File: src/rtl/frx_pkg.sv
package frx_pkg;

  typedef enum logic [1:0] {
    THR_FULL      = 2'd0,
    THR_HALF      = 2'd1,
    THR_EIGHTH    = 2'd2,
    THR_SIXTEENTH = 2'd3
  } thr_code_e;

  typedef struct packed {
    logic valid;
    logic bank;
    logic last;
  } handover_t;

  function automatic int unsigned blk_bytes(input logic [1:0] code,
                                            input int unsigned bank_depth);
    case (thr_code_e'(code))
      THR_FULL:   return bank_depth;
      THR_HALF:   return bank_depth / 2;
      THR_EIGHTH: return bank_depth / 8;
      default:    return bank_depth / 16;
    endcase
  endfunction

endpackage

File: src/rtl/frx_store.sv
module frx_store #(
  parameter int DEPTH  = 64,
  parameter int ADDR_W = $clog2(DEPTH)
) (
  input  logic              clk,
  input  logic              we,
  input  logic [ADDR_W-1:0] waddr,
  input  logic [7:0]        wdata,
  input  logic [ADDR_W-1:0] raddr,
  output logic [7:0]        rdata
);

  logic [7:0] mem [DEPTH];

  always_ff @(posedge clk) begin
    if (we) begin
      mem[waddr] <= wdata;
    end
  end

  assign rdata = mem[raddr];

endmodule

File: src/rtl/frx_wr_ctrl.sv
module frx_wr_ctrl
  import frx_pkg::*;
#(
  parameter int BANK_DEPTH = 32,
  parameter int CNT_W      = 16,
  localparam int PTR_W     = $clog2(BANK_DEPTH),
  localparam int FILL_W    = PTR_W + 1
) (
  input  logic             clk,
  input  logic             rst_n,
  input  logic             in_valid,
  input  logic             in_sof,
  input  logic [7:0]       in_data,
  input  logic             in_eof,
  input  logic [7:0]       in_stat,
  input  logic [1:0]       cfg_thr,
  input  logic             cfg_addr_mode,
  input  logic [7:0]       cfg_addr,
  input  logic [1:0]       bank_busy,
  output logic             mem_we,
  output logic [PTR_W:0]   mem_waddr,
  output logic [7:0]       mem_wdata,
  output handover_t        ho,
  output logic [CNT_W-1:0] ho_cnt,
  output logic             fs_pulse,
  output logic             ovf_pulse
);

  logic              open_q, open_d;
  logic              wbank_q, wbank_d;
  logic [FILL_W-1:0] fill_q, fill_d;
  logic [CNT_W-1:0]  cnt_q, cnt_d;

  logic              start, end_ev, accept, open_eff, want, space, ev;
  logic [FILL_W-1:0] blk, fill_inc;
  logic [CNT_W-1:0]  cnt_base, cnt_inc;
  logic              blk_done;

  always_comb begin
    blk      = FILL_W'(blk_bytes(cfg_thr, BANK_DEPTH));
    start    = in_valid & in_sof;
    end_ev   = in_eof & ~in_valid;
    accept   = ~cfg_addr_mode | (in_data == cfg_addr);
    open_eff = start ? accept : open_q;
    space    = ~bank_busy[wbank_q];
    want     = open_eff & (in_valid | end_ev);
    ev       = in_valid | end_ev;

    cnt_base = start ? '0 : cnt_q;
    cnt_inc  = cnt_base + CNT_W'(1);
    fill_inc = fill_q + FILL_W'(1);
    blk_done = end_ev | (fill_inc >= blk);

    mem_we    = want & space;
    mem_waddr = {wbank_q, fill_q[PTR_W-1:0]};
    mem_wdata = in_valid ? in_data : in_stat;

    ho.valid  = mem_we & blk_done;
    ho.bank   = wbank_q;
    ho.last   = end_ev;
    ho_cnt    = cnt_inc;

    fs_pulse  = start & accept;
    ovf_pulse = want & ~space;
  end

  // next state
  always_comb begin
    open_d  = open_q;
    wbank_d = wbank_q;
    fill_d  = fill_q;
    cnt_d   = cnt_base;
    if (start) begin
      open_d = accept;
    end
    if (ovf_pulse || end_ev) begin
      open_d = 1'b0;
    end
    if (mem_we) begin
      cnt_d = cnt_inc;
      if (blk_done) begin
        fill_d  = '0;
        wbank_d = ~wbank_q;
      end else begin
        fill_d  = fill_inc;
      end
    end
  end

  always_ff @(posedge clk or negedge rst_n) begin
    if (!rst_n) begin
      open_q  <= 1'b0;
      wbank_q <= 1'b0;
      fill_q  <= '0;
      cnt_q   <= '0;
    end else if (ev) begin
      open_q  <= open_d;
      wbank_q <= wbank_d;
      fill_q  <= fill_d;
      cnt_q   <= cnt_d;
    end
  end

  AST_DROP_REST: assert property (@(posedge clk) disable iff (!rst_n)
    ovf_pulse |=> !open_q);

  AST_FILL_IN_BANK: assert property (@(posedge clk) disable iff (!rst_n)
    mem_we |-> (fill_q < FILL_W'(BANK_DEPTH)));

endmodule

File: src/rtl/frx_rd_ctrl.sv
module frx_rd_ctrl
  import frx_pkg::*;
#(
  parameter int BANK_DEPTH = 32,
  parameter int CNT_W      = 16,
  localparam int NBANK     = 2,
  localparam int PTR_W     = $clog2(BANK_DEPTH)
) (
  input  logic             clk,
  input  logic             rst_n,
  input  handover_t        ho,
  input  logic [CNT_W-1:0] ho_cnt,
  input  logic             rd_en,
  input  logic             rel_cmd,
  output logic [NBANK-1:0] bank_busy,
  output logic             rd_avail,
  output logic [CNT_W-1:0] rd_count,
  output logic             rd_frame_end,
  output logic [PTR_W:0]   mem_raddr
);

  logic [NBANK-1:0] rdy_q, rdy_d;
  logic [NBANK-1:0] last_q, last_d;
  logic [CNT_W-1:0] snap_q [NBANK];
  logic [CNT_W-1:0] snap_d [NBANK];
  logic             rbank_q, rbank_d;
  logic [PTR_W-1:0] rptr_q, rptr_d;
  logic             head_rdy, rel_ok, step_ok;

  assign head_rdy = rdy_q[rbank_q];
  assign rel_ok   = rel_cmd & head_rdy;
  assign step_ok  = rd_en & head_rdy;

  for (genvar g = 0; g < NBANK; g++) begin : g_bank
    logic set_b, clr_b;
    assign set_b     = ho.valid & (ho.bank == 1'(g));
    assign clr_b     = rel_ok & (rbank_q == 1'(g));
    assign rdy_d[g]  = set_b | (rdy_q[g] & ~clr_b);
    assign last_d[g] = set_b ? ho.last : last_q[g];
    assign snap_d[g] = set_b ? ho_cnt : snap_q[g];
  end

  always_comb begin
    rbank_d = rbank_q;
    rptr_d  = rptr_q;
    if (rel_ok) begin
      rbank_d = ~rbank_q;
      rptr_d  = '0;
    end else if (step_ok) begin
      rptr_d  = rptr_q + PTR_W'(1);
    end
  end

  always_ff @(posedge clk or negedge rst_n) begin
    if (!rst_n) begin
      rdy_q   <= '0;
      last_q  <= '0;
      rbank_q <= 1'b0;
      rptr_q  <= '0;
      for (int i = 0; i < NBANK; i++) snap_q[i] <= '0;
    end else begin
      rdy_q  <= rdy_d;
      last_q <= last_d;
      if (ho.valid) begin
        for (int i = 0; i < NBANK; i++) snap_q[i] <= snap_d[i];
      end
      if (rel_ok || step_ok) begin
        rbank_q <= rbank_d;
        rptr_q  <= rptr_d;
      end
    end
  end

  assign bank_busy    = rdy_q;
  assign rd_avail     = head_rdy;
  assign rd_count     = head_rdy ? snap_q[rbank_q] : '0;
  assign rd_frame_end = head_rdy & last_q[rbank_q];
  assign mem_raddr    = {rbank_q, rptr_q};

  AST_HOLD_TILL_REL: assert property (@(posedge clk) disable iff (!rst_n)
    (rd_avail && !rel_cmd) |=> (rd_avail && $stable(rd_count)));

  AST_REL_IGNORED: assert property (@(posedge clk) disable iff (!rst_n)
    (!rd_avail && rel_cmd) |=> $stable(mem_raddr));

  AST_HO_FREE_BANK: assert property (@(posedge clk) disable iff (!rst_n)
    ho.valid |-> !bank_busy[ho.bank]);

endmodule

File: src/rtl/frx_flags.sv
module frx_flags #(
  parameter int NFLAG = 4
) (
  input  logic             clk,
  input  logic             rst_n,
  input  logic [NFLAG-1:0] set,
  input  logic             clr,
  output logic [NFLAG-1:0] flags
);

  logic [NFLAG-1:0] flag_q, flag_d;

  for (genvar g = 0; g < NFLAG; g++) begin : g_flag
    assign flag_d[g] = set[g] | (flag_q[g] & ~clr);

    AST_FLAG_STICKY: assert property (@(posedge clk) disable iff (!rst_n)
      (flag_q[g] && !clr) |=> flag_q[g]);

    AST_SET_WINS: assert property (@(posedge clk) disable iff (!rst_n)
      set[g] |=> flag_q[g]);
  end

  always_ff @(posedge clk or negedge rst_n) begin
    if (!rst_n) begin
      flag_q <= '0;
    end else if ((|set) || clr) begin
      flag_q <= flag_d;
    end
  end

  assign flags = flag_q;

endmodule

File: src/rtl/frame_rx_fifo.sv
module frame_rx_fifo
  import frx_pkg::*;
#(
  parameter int BANK_DEPTH = 32,
  parameter int CNT_W      = 16,
  localparam int DEPTH     = 2 * BANK_DEPTH,
  localparam int ADDR_W    = $clog2(DEPTH)
) (
  input  logic             clk,
  input  logic             rst_n,
  input  logic             in_valid,
  input  logic             in_sof,
  input  logic [7:0]       in_data,
  input  logic             in_eof,
  input  logic [7:0]       in_stat,
  input  logic [1:0]       cfg_thr,
  input  logic             cfg_addr_mode,
  input  logic [7:0]       cfg_addr,
  input  logic             rd_en,
  output logic [7:0]       rd_data,
  output logic             rd_avail,
  output logic [CNT_W-1:0] rd_count,
  output logic             rd_frame_end,
  input  logic             rel_cmd,
  input  logic             irq_clr,
  output logic             irq_thr,
  output logic             irq_mend,
  output logic             irq_fstart,
  output logic             st_ovf
);

  logic [1:0]        rst_sync_q;
  logic              rst_sync_n;
  logic              mem_we;
  logic [ADDR_W-1:0] mem_waddr, mem_raddr;
  logic [7:0]        mem_wdata;
  handover_t         ho;
  logic [CNT_W-1:0]  ho_cnt;
  logic              fs_pulse, ovf_pulse;
  logic [1:0]        bank_busy;
  logic [3:0]        flag_set, flags;

  always_ff @(posedge clk or negedge rst_n) begin
    if (!rst_n) begin
      rst_sync_q <= 2'b00;
    end else begin
      rst_sync_q <= {rst_sync_q[0], 1'b1};
    end
  end
  assign rst_sync_n = rst_sync_q[1];

  frx_wr_ctrl #(.BANK_DEPTH(BANK_DEPTH), .CNT_W(CNT_W)) u_wr (
    .clk(clk), .rst_n(rst_sync_n),
    .in_valid(in_valid), .in_sof(in_sof), .in_data(in_data),
    .in_eof(in_eof), .in_stat(in_stat),
    .cfg_thr(cfg_thr), .cfg_addr_mode(cfg_addr_mode), .cfg_addr(cfg_addr),
    .bank_busy(bank_busy),
    .mem_we(mem_we), .mem_waddr(mem_waddr), .mem_wdata(mem_wdata),
    .ho(ho), .ho_cnt(ho_cnt), .fs_pulse(fs_pulse), .ovf_pulse(ovf_pulse)
  );

  frx_store #(.DEPTH(DEPTH), .ADDR_W(ADDR_W)) u_store (
    .clk(clk), .we(mem_we), .waddr(mem_waddr), .wdata(mem_wdata),
    .raddr(mem_raddr), .rdata(rd_data)
  );

  frx_rd_ctrl #(.BANK_DEPTH(BANK_DEPTH), .CNT_W(CNT_W)) u_rd (
    .clk(clk), .rst_n(rst_sync_n),
    .ho(ho), .ho_cnt(ho_cnt), .rd_en(rd_en), .rel_cmd(rel_cmd),
    .bank_busy(bank_busy), .rd_avail(rd_avail), .rd_count(rd_count),
    .rd_frame_end(rd_frame_end), .mem_raddr(mem_raddr)
  );

  assign flag_set = {ovf_pulse, fs_pulse, ho.valid & ho.last, ho.valid & ~ho.last};

  frx_flags #(.NFLAG(4)) u_flags (
    .clk(clk), .rst_n(rst_sync_n), .set(flag_set), .clr(irq_clr), .flags(flags)
  );

  assign irq_thr    = flags[0];
  assign irq_mend   = flags[1];
  assign irq_fstart = flags[2];
  assign st_ovf     = flags[3];

  AST_FSTART_CAUSE: assert property (@(posedge clk) disable iff (!rst_sync_n)
    $rose(irq_fstart) |-> $past(in_valid && in_sof));

  AST_OVF_WHEN_FULL: assert property (@(posedge clk) disable iff (!rst_sync_n)
    $rose(st_ovf) |-> $past(rd_avail));

  AST_MEND_FLAGS_END: assert property (@(posedge clk) disable iff (!rst_sync_n)
    $rose(irq_mend) |-> $past(in_eof));

endmodule

File: config.mk
export PLATFORM = sky130hd
export DESIGN_NAME = frame_rx_fifo
export DESIGN_NICKNAME = d
export VERILOG_FILES = /design/src/rtl/frx_pkg.sv /design/src/rtl/frx_store.sv /design/src/rtl/frx_wr_ctrl.sv /design/src/rtl/frx_rd_ctrl.sv /design/src/rtl/frx_flags.sv /design/src/rtl/frame_rx_fifo.sv
export SDC_FILE = /design/constraint.sdc
export NUM_CORES = 1
export LEC_CHECK = 0
export BUFFER_PORTS_ARGS = -buffer_cell sky130_fd_sc_hd__buf_2
export CORE_AREA = 2 2 313 315
export CTS_CLUSTER_SIZE = 20
export DETAILED_ROUTE_END_ITERATION = 12
export DIE_AREA = 0 0 315 317
export SLEW_MARGIN = 10
export SYNTH_ARGS = -nofsm -noshare
export SYNTH_HDL_FRONTEND = slang
export SYNTH_SLANG_ARGS = --single-unit
File: constraint.sdc
create_clock -name clk -period 5.76 [get_ports clk]
set_clock_uncertainty 0.2 [all_clocks]
set_input_delay 0.864 -clock clk [delete_from_list [all_inputs] [get_ports clk]]
set_output_delay 0.864 -clock clk [all_outputs]
set_load 0.01 [all_outputs]
==> results.yml <==
outcome:
  status: "complete, no violations"
global_routing:
  grt_pass1_vias: 13500
  grt_pass1_wl_um: 89200
  grt-busiest-layer: "met2"
  grtUsageMet1_pct: 15.9
  antenna_found_initial: 2
  grtUsageMet3_pct: 2.39
  grt.overflow.total: 0
  grt_usage_pct: 12.0
  grt_max_degree: 71
  grtUsageMet2_pct: 19.8
cts:
  cts.path.max_buffers: 3
  cts_root_buffer: "clkbuf_16"
  cts_buffers: 54
  cts_tree: "yes"
  clk_pin_slew_worst_paths_ns: 0.06
  clk_latency_ns: 0.61
  cts_sinks: 584
  cts_htree_levels: 2
timing:
  timing.fmax_ghz: 0.199
  hold_violations: 0
  fin_setup_tns_ns: 0
  rsz0062_at_grt: "no"
  finalCriticalPeriod_ns: 5.03
  relSlewSlack_pct: 21.5
  setup_slack_ns: 0.733
  finalSetupViolCount: 0
  drv_slew: 0
  tightestPinTransition_ns: 1.17
  post-route-period-util_pct: 87.3
setup_path:
  critPathLaunch: "u_rd.rptr_q[3]$_DFFE_PN0P_"
  r2r_start: "u_wr.wbank_q$_DFFE_PN0P_"
  crit_buf_inv: 1
  critPathCaptureType: "output port"
  worst_path_max_delay_cell: "dfrtp_1"
  crit_cells: 6
  crit_chain: "nand3b_1 > o22ai_1 > a211oi_1 > o41ai_1 > and3_1 > buf_2"
  worstPathRequired_ns: 4.70
  cp.arrival_ns: 3.96
  start_kind: "flip-flop"
  criticalPathCategory: "flip-flop to output port"
  cp_top_family: "simple AND/OR/NAND/NOR gates"
  path_max_fanout: 21
  r2r_cells: 6
  slowest_delay_ns: 0.96
synthesis:
  synth-seq-area-share_pct: 71.5
  synth_area_mm2: 0.0240
  synth_compound_area_share_pct: 4.57
  synth_top_family_by_area: "multiplexers"
  async_flop_share_pct: 12.3
  synth.avg_cell_area_um2: 18.0
  synth.top_cell.area_share_pct: 64.0
  synthAdderAreaFrac_pct: 0.365
  yosys.cell_types.count: 61
  ys_top_cells_by_area: "edfxtp_1, mux4_2, dfrtp_1"
  synth_area_leader_cell: "edfxtp_1"
  ys_seq_elements: 584
  syn_nets: 1374
  yosysWarnings: 0
  synth_xor_area_share_pct: 0.985
  synth_cells: 1332
  synth_edf_count: 512
  synth_mux_area_share_pct: 15.6
  synthSimpleGateAreaFrac_pct: 4.88
  ys.flop_type: "edfxtp_1"
floorplan:
  io_pins: 65
  core_mm2: 0.0963
  fp-row-count: 114
  die_w_um: 315
  start_util_pct: 24.9
  die_area_mm2: 0.0999
  dieHeight_um: 317
route:
  drt_iter0_drc: 1192
  wire_per_inst_um: 21.8
  drt_wl_total_um: 59900
  drc: 0
  vias: 13000
  dr.pass1.iters: 5
  final_antenna_net_count: 0
  detail_route.vias_per_cell: 4.71
final_layout:
  nets: 1473
  final_core_util_pct: 28.8
  layout-drive-gt1-share_pct: 23.1
  synthToLayoutAreaGrowth_pct: 15.6
  post_layout_nonfiller_instances: 2751
run:
  maxCapViolations: 0
power:
  peakVddDrop_mv: 0.184
  power_mw: 11.2
  p_leak_nw: 8.95
  power.density_mw_per_mm2: 402
place:
  port_buffers: 64
  dpl.hpwl_um: 37200
  dp.cells: 2650
  place_congestion: 0.826
  dp_worst_setup_slack_ns: 0.806
min_path:
  min_from: "rst_sync_q[0]$_DFF_PN0_"
  hold_class: "flip-flop to flip-flop"
  min_path_cells: 0
## worst reg2reg max path: stages (launching register included)
cell     delay, ns
dfrtp_1       0.65
mux2i_1       0.41
o21a_1        0.18
buf_4         0.26
nand2_2       0.43
buf_4         0.44
nor3_1        0.91
## layout by cell type, fill, tap and decap left out, types with 4 or more instances in the layout
master       n
nand2b_1     8
a22o_1      14
nand2_1     26
ha_1         7
xor2_1       5
o211ai_1     5
mux4_2      99
clkinv_2     4
clkbuf_16   55
clkinv_1    18
nor3_1      67
o41ai_1      5
or3_1        4
nand4_1      8
and2_1       7
a22oi_1     17
inv_1       14
a21oi_1     12
buf_2       64
mux2_2      23
a31oi_1      5
dfrtp_1     68
nor2b_1      7
bufinv_16    5
nand3b_1     5
and3_1       6
nor2_1      45
o22ai_1     27
mux2i_1    102
clkbuf_1    11
buf_4       56
o221ai_1     4
o21ai_0     17
mux2_1      17
nand3_1     21
a211oi_1    30
edfxtp_1   512
xnor2_1     22
## final timing paths
path | endpoint | slack, ns
worst max-delay path | rd_data[5] | 0.73
worst min-delay path | rst_sync_q[1]$_DFF_PN0_ | 0.15
worst max register to register | u_store.mem[30][3]$_DFFE_PP_ | 1.90
worst min register to register | rst_sync_q[1]$_DFF_PN0_ | 0.15
max in group asynchronous | u_rd.rptr_q[0]$_DFFE_PN0P_ | 4.36
min in group asynchronous | u_rd.snap_q[29]$_DFFE_PN0P_ | 0.26
## Yosys cell counts (3+ instances only)
library cell	instances
edfxtp_1	512
mux2i_1	103
mux4_2	99
dfrtp_1	72
nor3_1	68
nor2_1	45
a211oi_1	30
nand2_1	27
o22ai_1	27
mux2_2	26
clkbuf_1	25
xnor2_1	22
nand3_1	21
buf_2	20
a22oi_1	17
mux2_1	17
o21ai_0	17
buf_4	15
a22o_1	14
inv_1	14
buf_1	13
a21oi_1	12
buf_6	8
nand2b_1	8
nand4_1	8
and2_1	7
ha_1	7
nor2b_1	7
and3_1	6
a31oi_1	5
nand3b_1	5
o211ai_1	5
o41ai_1	5
xor2_1	5
o221ai_1	4
or3_1	4
or2_2	3
## power by group
part	internal [mW]	switching, mW
clock	1.98	1.56
combinational	1.06	1.49
sequential	4.78	0.286
total	7.82	3.34
## cell families after synthesis
| family | count (synthesis) |
|---|---|
| AO/OA/AOI/OAI | 152 |
| XOR/XNOR | 27 |
| adder cells (fa/ha/maj) | 7 |
| buffers and inverters | 95 |
| flip-flops | 584 |
| multiplexers | 245 |
| other | 1 |
| AND/OR/NAND/NOR | 221 |
## sequential cells by signal (all words and copies together) (netlist names)
register,flops
u_wr.open_q,1
u_rd.snap_q,32
u_wr.cnt_q,16
u_wr.fill_q,6
u_flags.flags,4
u_wr.wbank_q,1
u_rd.last_q,2
u_rd.rptr_q,5
u_rd.bank_busy,2
u_store.mem,512
rst_sync_q,2
u_rd.rbank_q,1
## per-stage QoR
step                      hold slack (ns)  area (µm²)
after global routing                0.168       27800
after global placement              0.138       26000
after floorplan                     0.131       24000
after detailed placement            0.142       26000
final                               0.154       27800
after CTS                           0.159       27800
## area by class of cell
cell class | count | area, µm²
tap | 1276 | 1600
inverter | 14 | 52.6
clock buffer | 66 | 1420
timing repair buffer | 124 | 811
fill | 9451 | 68500
antenna | 1 | 2.50
sequential | 584 | 17200
multi-input combinational | 653 | 6360
clock inverter | 33 | 330
## per-layer routing
metal	vias to the layer above	routed length, µm
met3	89	4060
met2	473	28800
li1	5573	-
met1	6818	25600
met5	-	0
met4	0	1420
## what timing repair did
| action | in CTS | in global routing |
|---|---|---|
| gates resized for setup | 0 | 0 |
| hold buffers | 1 | 0 |
| hold endpoints to repair | 2 | 0 |
| setup buffers | 0 | 0 |
| endpoints found under the setup margin | 0 | 0 |
Power figures use the tool's default switching activity.
